$ cat config.mk
export PLATFORM = sky130hd
export DESIGN_NAME = line_packer
export DESIGN_NICKNAME = d
export VERILOG_FILES = /design/src/rtl/line_packer.sv
export SDC_FILE = /design/constraint.sdc
export NUM_CORES = 1
export LEC_CHECK = 0
export ABC_CLOCK_PERIOD_IN_PS = 4600
export BUFFER_PORTS_ARGS = -buffer_cell sky130_fd_sc_hd__buf_2
export CORE_ASPECT_RATIO = 0.5
export CORE_MARGIN = 2
export CORE_UTILIZATION = 55
export CTS_CLUSTER_SIZE = 10
export DETAILED_ROUTE_END_ITERATION = 10
export HOLD_SLACK_MARGIN = 0.03
export PLACE_DENSITY = 0.86
export SETUP_SLACK_MARGIN = 0.3
export SYNTH_ARGS = -nofsm -noshare
export SYNTH_HDL_FRONTEND = slang
export SYNTH_SLANG_ARGS = --single-unit
$ cat constraint.sdc
create_clock -name clk -period 4.6 [get_ports clk]
set_input_delay 0.92 -clock clk [delete_from_list [all_inputs] [get_ports clk]]
set_output_delay 0.92 -clock clk [all_outputs]
set_load 0.005 [all_outputs]
$ cat src/rtl/line_packer.sv
module line_packer #(
  parameter int WORD_W   = 32,
  parameter int LINE_PIX = 512,
  parameter int SKIP_W   = 12
) (
  input  logic              clk,
  input  logic              rst_n,
  input  logic              hsync_in,
  input  logic              video_in,
  input  logic              sample_en,
  input  logic [SKIP_W-1:0] skip_count,
  input  logic              oversample_2x,
  input  logic              keep_phase,
  output logic [WORD_W-1:0] word_out,
  output logic              word_valid,
  input  logic              word_ready,
  output logic              line_done,
  output logic              overflow
);
  localparam int PIX_W = $clog2(LINE_PIX);
  localparam int SUB_W = $clog2(WORD_W);

  typedef enum logic [1:0] {ST_IDLE, ST_SKIP, ST_CAP} st_t;

  st_t               state;
  logic [2:0]        hs_q;
  logic [SKIP_W-1:0] skip_left;
  logic [PIX_W-1:0]  pix_cnt;
  logic              half;
  logic              done_q;
  logic [WORD_W-1:0] shreg;

  wire line_start = hs_q[2] & ~hs_q[1];
  wire cap_hit    = (state == ST_CAP) && sample_en && !line_start;
  wire take       = cap_hit && (!oversample_2x || (half == keep_phase));
  wire word_full  = take && (pix_cnt[SUB_W-1:0] == '1);
  wire line_end   = take && (pix_cnt == PIX_W'(LINE_PIX - 1));
  wire [WORD_W-1:0] next_shift = {shreg[WORD_W-2:0], video_in};

  always_ff @(posedge clk) begin
    if (!rst_n) hs_q <= 3'b111;
    else        hs_q <= {hs_q[1:0], hsync_in};
  end

  always_ff @(posedge clk) begin
    if (!rst_n) begin
      state     <= ST_IDLE;
      skip_left <= '0;
      pix_cnt   <= '0;
      half      <= 1'b0;
      shreg     <= '0;
    end else if (line_start) begin
      state     <= (skip_count == '0) ? ST_CAP : ST_SKIP;
      skip_left <= skip_count;
      pix_cnt   <= '0;
      half      <= 1'b0;
      shreg     <= '0;
    end else begin
      case (state)
        ST_SKIP: if (sample_en) begin
          skip_left <= skip_left - 1'b1;
          if (skip_left == SKIP_W'(1)) state <= ST_CAP;
        end
        ST_CAP: if (sample_en) begin
          if (oversample_2x) half <= ~half;
          if (take) begin
            shreg   <= next_shift;
            pix_cnt <= pix_cnt + 1'b1;
            if (line_end) state <= ST_IDLE;
          end
        end
        default: ;
      endcase
    end
  end

  always_ff @(posedge clk) begin
    if (!rst_n) begin
      word_out   <= '0;
      word_valid <= 1'b0;
      done_q     <= 1'b0;
      line_done  <= 1'b0;
      overflow   <= 1'b0;
    end else begin
      word_valid <= word_full;
      if (word_full) word_out <= next_shift;
      done_q    <= line_end;
      line_done <= done_q;
      overflow  <= overflow | (word_valid & ~word_ready);
    end
  end

  assert_word_single_R6: assert property (@(posedge clk) disable iff (!rst_n)
    word_valid |=> !word_valid);
  assert_done_after_word_R9: assert property (@(posedge clk) disable iff (!rst_n)
    line_done |-> $past(word_valid));
  assert_done_pulse_R9: assert property (@(posedge clk) disable iff (!rst_n)
    line_done |=> !line_done);
  assert_overflow_cause_R7: assert property (@(posedge clk) disable iff (!rst_n)
    $rose(overflow) |-> $past(word_valid && !word_ready));
  assert_overflow_sticky_R7: assert property (@(posedge clk) disable iff (!rst_n)
    overflow |=> overflow);
  assert_abort_no_word_R8: assert property (@(posedge clk) disable iff (!rst_n)
    line_start |=> !word_valid);
  assert_idle_quiet_R10: assert property (@(posedge clk) disable iff (!rst_n)
    (state == ST_IDLE && !line_start) |=> !word_valid);
endmodule

# Word-level counts from Yosys, hierarchy flattened
# Index checks and enable logic that the tools add are counted.
dict set report totals {
  ff_bits 94
  elab_cells 59
}
dict set report op_classes {
  add_sub_neg 2
  eq_ne 11
  mux 11
  n_bitwise 7
  n_reduce_logical 17
}
# operator n
set op_table {}
lappend op_table {{12-bit 2-to-1 mux} 3}
lappend op_table {{3-bit inequality test (second input constant)} 5}
lappend op_table {{2-bit 2-to-1 mux} 7}
lappend op_table {{12-bit by 1-bit == test with 1-bit output (second input constant)} 1}
lappend op_table {{12-bit logical NOT} 1}
lappend op_table {{12-bit by 1-bit subtractor with 12-bit output (second input constant)} 1}
lappend op_table {{9-bit by 1-bit adder with 9-bit output (second input constant)} 1}
lappend op_table {{9-bit == test (second input constant)} 1}
lappend op_table {{3-bit AND reduction} 2}
lappend op_table {{6-bit AND reduction} 1}
lappend op_table {{5-bit == test (second input constant)} 1}
lappend op_table {{1-bit logical AND} 5}
lappend op_table {{1-bit inverter} 4}
lappend op_table {{2-bit one-hot mux with 2 select lines} 1}
lappend op_table {{2-bit nonzero test} 2}
lappend op_table {{3-bit nonzero test} 1}
lappend op_table {{1-bit AND} 2}
lappend op_table {{2-bit by 1-bit == test with 1-bit output (second input constant)} 1}
lappend op_table {{2-bit == test (second input constant)} 1}
lappend op_table {{1-bit logical NOT} 2}
lappend op_table {{2-bit AND reduction} 1}
lappend op_table {{2-bit OR reduction} 1}
lappend op_table {{1-bit == test} 1}
lappend op_table {{1-bit logical OR} 1}
lappend op_table {{1-bit bitwise OR} 1}

# Longest topological paths before layout
dict set report depth {
  depth_word 11
  depth_mapped 7
  ltp_nobuf 6
}

# Least setup slack after synthesis
# OpenSTA, ideal clock, no wires.
dict set report synth_path {
  kind {input-to-reg}
  startpoint {in keep_phase}
  endpoint {reg pix_cnt[1]}
  setup_time_ps 70
  t_arrival_ps 1943
  slack_ps 2586
  stages 5
  n_path_buf 1
  cell_sequence {xor2_1 -> a211oi_2 -> buf_2 -> nand2_1 -> a21oi_1}
}
dict set report synth_between {
  elab_chain_len 4
}
# item line
set synth_lines {}
lappend synth_lines {{start, declared} 13} ;# input logic keep_phase,
lappend synth_lines {{1-bit == test} 35} ;# wire take = cap_hit && (!oversample_2x || (half == keep_phase));
lappend synth_lines {{1-bit logical OR} 35}
lappend synth_lines {{1-bit logical AND} 35}
lappend synth_lines {{3-bit AND reduction (no source line)} --}
lappend synth_lines {{end signal, assigned} 68} ;# pix_cnt <= pix_cnt + 1'b1;
lappend synth_lines {{end, declared} 28} ;# logic [PIX_W-1:0] pix_cnt;
# Every way passes these cells.
# A chain may end at the register's enable or synchronous reset.

# Worst setup path after layout
dict set report layout_path {
  startpoint {in keep_phase}
  endpoint {reg shreg[17]}
}
dict set report layout_between {
  elab_chain_len 4
}
# item line
set layout_lines {}
lappend layout_lines {{1-bit == test} 35}
lappend layout_lines {{1-bit logical OR} 35}
lappend layout_lines {{1-bit logical AND} 35}
lappend layout_lines {{3-bit AND reduction (no source line)} --}
lappend layout_lines {{end signal, assigned} 67} ;# shreg <= next_shift;
lappend layout_lines {{end, declared} 31} ;# logic [WORD_W-1:0] shreg;
# Every way passes these cells.

==> results.md <==
Cells and area:
- The share of final-layout standard cells stronger than drive strength 1 is 16.50%.
- The final-stage net count is 511.
- The synthesis-to-layout area growth is 15.96%.
- 0 antenna diodes ended up in the layout.
- The fill cell instance count of the final layout is ~540.
- Once layout is complete, the utilization of the core stands at 65.19%.

Detailed routing:
- In the routed design, unresolved DRC markers number 0.
- After detailed routing, the average wire length per cell comes to 13.11 µm.
- The per-cell via count in the routed design is 5.439.
- The routed design has 7.641 mm of wire.
- In this run, the number of DRC markers left after iteration 0 of detailed routing was between 150 and 200.
- Across all layers, the routed design uses 3,171 vias.
- The first detailed-routing pass took 4 iterations.
- The count of nets left with antenna violations once routing finished came out at 0.

Logic synthesis:
- Counting flops and latches in the post-synthesis netlist gives 94.
- Synthesis produced a netlist with a net count of 471.
- The cell count after synthesis is 446.
- The area share of and/or/nand/nor cells after synthesis is between 20 and 30%.
- The share of the synthesized area in compound gates (AO/OA/AOI/OAI) is 11.88%.
- The xor/xnor share of the synthesized area is 3.544%.
- Among all flip-flop cells after synthesis, the most frequent one is sky130_fd_sc_hd__dfxtp_1.
- The area of the mapped netlist is between 3000 and 4000 µm².
- The portion of synthesized area spent on multiplexers is 0.2700%.
- The combinational family with the most area after synthesis is simple AND/OR/NAND/NOR gates.
- Yosys printed 0 warnings.
- Of the post-synthesis cell area, the dominant cell type holds 50.76%.
- The number of enable-type register cells in the synthesized netlist is 0.
- The netlist uses between 40 and 50 different library cells.
- Summed over all instances, the cell type with the most area after synthesis is sky130_fd_sc_hd__dfxtp_1.
- The fraction of synthesis flops using an asynchronous set or reset pin is 0%.
- Dividing the synthesized area by the synthesized cell count gives 8.312 µm².
- In the post-synthesis netlist, the biggest area contributors are sky130_fd_sc_hd__dfxtp_1 51%, sky130_fd_sc_hd__nand2_1 11%, sky130_fd_sc_hd__nand3_1 9.3%.
- The commonest cells after synthesis are 107 x sky130_fd_sc_hd__nand2_1, 94 x sky130_fd_sc_hd__dfxtp_1, 69 x sky130_fd_sc_hd__nand3_1, 49 x sky130_fd_sc_hd__a21oi_1, 20 x sky130_fd_sc_hd__clkbuf_1.
- The sequential fraction of the synthesis area is 50.76%.
- The most common cell in the synthesized netlist is sky130_fd_sc_hd__nand2_1.
- Summing the areas of all fa, ha and maj instances in the mapped netlist gives 1.687% of the synthesized area.

Clocking:
- In this run, CTS created clock tree buffers numbering 9.
- The number of sinks driven by the clock tree is 94.
- After clock tree synthesis, the clock-pin slew on the worst setup and hold paths is 0.06 ns.
- The clock latency reported for the late side of the worst-skew pair is 0.34 ns.
- The number of buffers added for setup after CTS is 0.
- The hold buffer count at CTS is 0.
- After clock tree synthesis, the repair step resized 0 gates.
- The number of H-tree levels is 3.
- The buffer depth of the longest clock path is 2.
- TritonCTS built the clock tree.
- In this run the clock root is driven by a sky130_fd_sc_hd__clkbuf_16.

Pwr:
- The power density normalized to cell area is 373.2 nW/µm².
- Across the VDD grid, the largest voltage drop is 0.1854 mV.
- The post-route total power is 1.604 mW.
- For this design the static power due to leakage is 1.807 nW.

GRT:
- The pin count of the biggest net entering global routing is 87.
- The wire length of the first global-routing pass is 11.95 mm.
- The total congestion overflow is 0.
- Across every metal layer, demand over resource in global routing totals 20.54%.
- The initial antenna violation count is 0.
- The number of global-route vias before repair is 2,645.

Floorplan:
- The initial core utilization is 56.21%.
- For this design the top-level I/O count stands at 55.
- The floorplan step set the die width to between 100 and 150 µm.
- The floorplan has 21 rows.
- The total die area is 7453 µm².
- The total area inside the core boundary comes to between 6000 and 7000 µm².
- The height of the die is 62.06 µm.

Outcome:
- The run finished with clean final reports.

Worst setup path:
- The worst setup path is captured at a flip-flop.
- The worst setup path is of the in -> reg kind.
- The arrival time of data at the critical path endpoint is 2.70 ns.
- The startpoint type of the worst setup path is an input port.
- Along the worst path, the maximum fanout reaches 27.
- At the worst endpoint, the required time is 4.86 ns.

Timing:
- Setup repair after global routing left no endpoint under its margin.
- The final worst clock skew is 0.007596 ns.
- After layout, the worst setup slack is 2.162 ns.
- The final period demand of the worst path is 2.438 ns.
- After routing, the total negative slack on setup checks comes to 0 ns.
- The slew at the pin closest to its max-slew limit is 1.204 ns.
- After layout, the worst path uses 53.00% of the clock period.
- The number of pins with negative max-slew slack in the final report was 0.
- Setup violations remaining at the end of the flow were counted as 0.
- Across all hold checks on the routed design, the worst slack comes to 0.4134 ns.
- The count of endpoints failing hold in the final timing report came to 0.
- The highest achievable clock rate is 410.2 MHz.
- In this run the tightest slew margin relative to its limit is 19.75%.

Job:
- The number of violations of the max-capacitance limit is 0.

Placed design:
- The count of buffers added on input and output ports is 54.
- The final HPWL from detailed placement is 4.706 mm.
- OpenSTA, run right after detailed placement, puts the worst setup slack at approximately 1.8 ns.
- The placer's final routability congestion estimate is 0.8258.

Hold path:
- In this run the worst hold path is classified as reg -> reg.
## metal layers
metal	GRT usage (%)	part of all wire (%)
met5	0	0
met1	24.35	45
met2	37.42	49
met4	4.370	0.67
met3	7.208	5.0
## final timing paths
check,from,to,slack (ns),depth (start not counted)
worst max-delay path,keep_phase,shreg[17],2.16,6
worst max register to register,pix_cnt[0],word_out[25],2.26,6
worst min-delay path,hs_q[0],hs_q[1],0.41,1
worst min register to register,hs_q[0],hs_q[1],0.41,1
## power breakdown
group,internal (mW),switching [mW],total (mW)
registers,0.824,0.0112,0.835
logic,0.0309,0.0534,0.0843
clock network,0.383,0.302,0.685
total,1.24,0.366,1.60
## sequential cells by signal (all words and copies together), names as in the netlist
register / cells
state: 2
line_done: 1
done_q: 1
skip_left: 12
word_valid: 1
hs_q: 3
shreg: 31
overflow: 1
word_out: 32
pix_cnt: 9
half: 1
## stage by stage
step	area [µm²]	cells
2_1_floorplan	3707	446
3_3_place_gp	4023	567
3_5_place_dp	4023	567
4_1_cts	4299	583
5_1_grt	4299	583
6_report	4299	583
## layout make-up
class | instances | area [µm²] | area share [%]
sequential | 94 | 1882 | 43.77
multi-input combinational | 316 | 1692 | 39.35
timing repair buffer | 60 | 315.3 | 7.334
inverter | 5 | 18.77 | 0.4366
tap | 92 | 115.1 | 2.678
clock buffer | 12 | 246.5 | 5.733
clock inverter | 4 | 30.03 | 0.6985
## cell usage in the layout (no fill, tap or decap), drive strengths merged, types with 2 or more instances in the layout
cell type,Yosys,final
nand3,69,69
or3,3,3
nor2,6,6
nor2b,2,2
and3,3,3
nor3,3,3
o211a,2,2
ha,5,5
o211ai,2,2
xor2,11,11
buf,11,60
and2,2,2
or4,2,2
clkbuf,20,12
nand2b,4,4
a21oi,49,49
nor4,5,5
xnor2,4,4
clkinv,0,2
nand4,4,4
nand2,107,107
nand4b,2,2
o21ai,11,11
o31ai,2,2
and3b,2,2
nand3b,2,2
inv,5,6
dfxtp,94,94
a31oi,2,2
o21a,2,2
## logic make-up after synthesis
logic type      count (synthesis)
compound gates                 76
xor+xnor                       15
fa+ha+maj                       5
buf+inv                        36
flops                          94
mux                             1
simple gates                  219
## worst max-delay path, cell delays in order
cell and delay, ns:
sky130_fd_sc_hd__buf_2 0.12, sky130_fd_sc_hd__xnor2_1 0.16, sky130_fd_sc_hd__o211ai_1 0.80, sky130_fd_sc_hd__buf_4 0.42
sky130_fd_sc_hd__nand2_1 0.10, sky130_fd_sc_hd__a21oi_1 0.17
(Power assumes the default switching activity.)
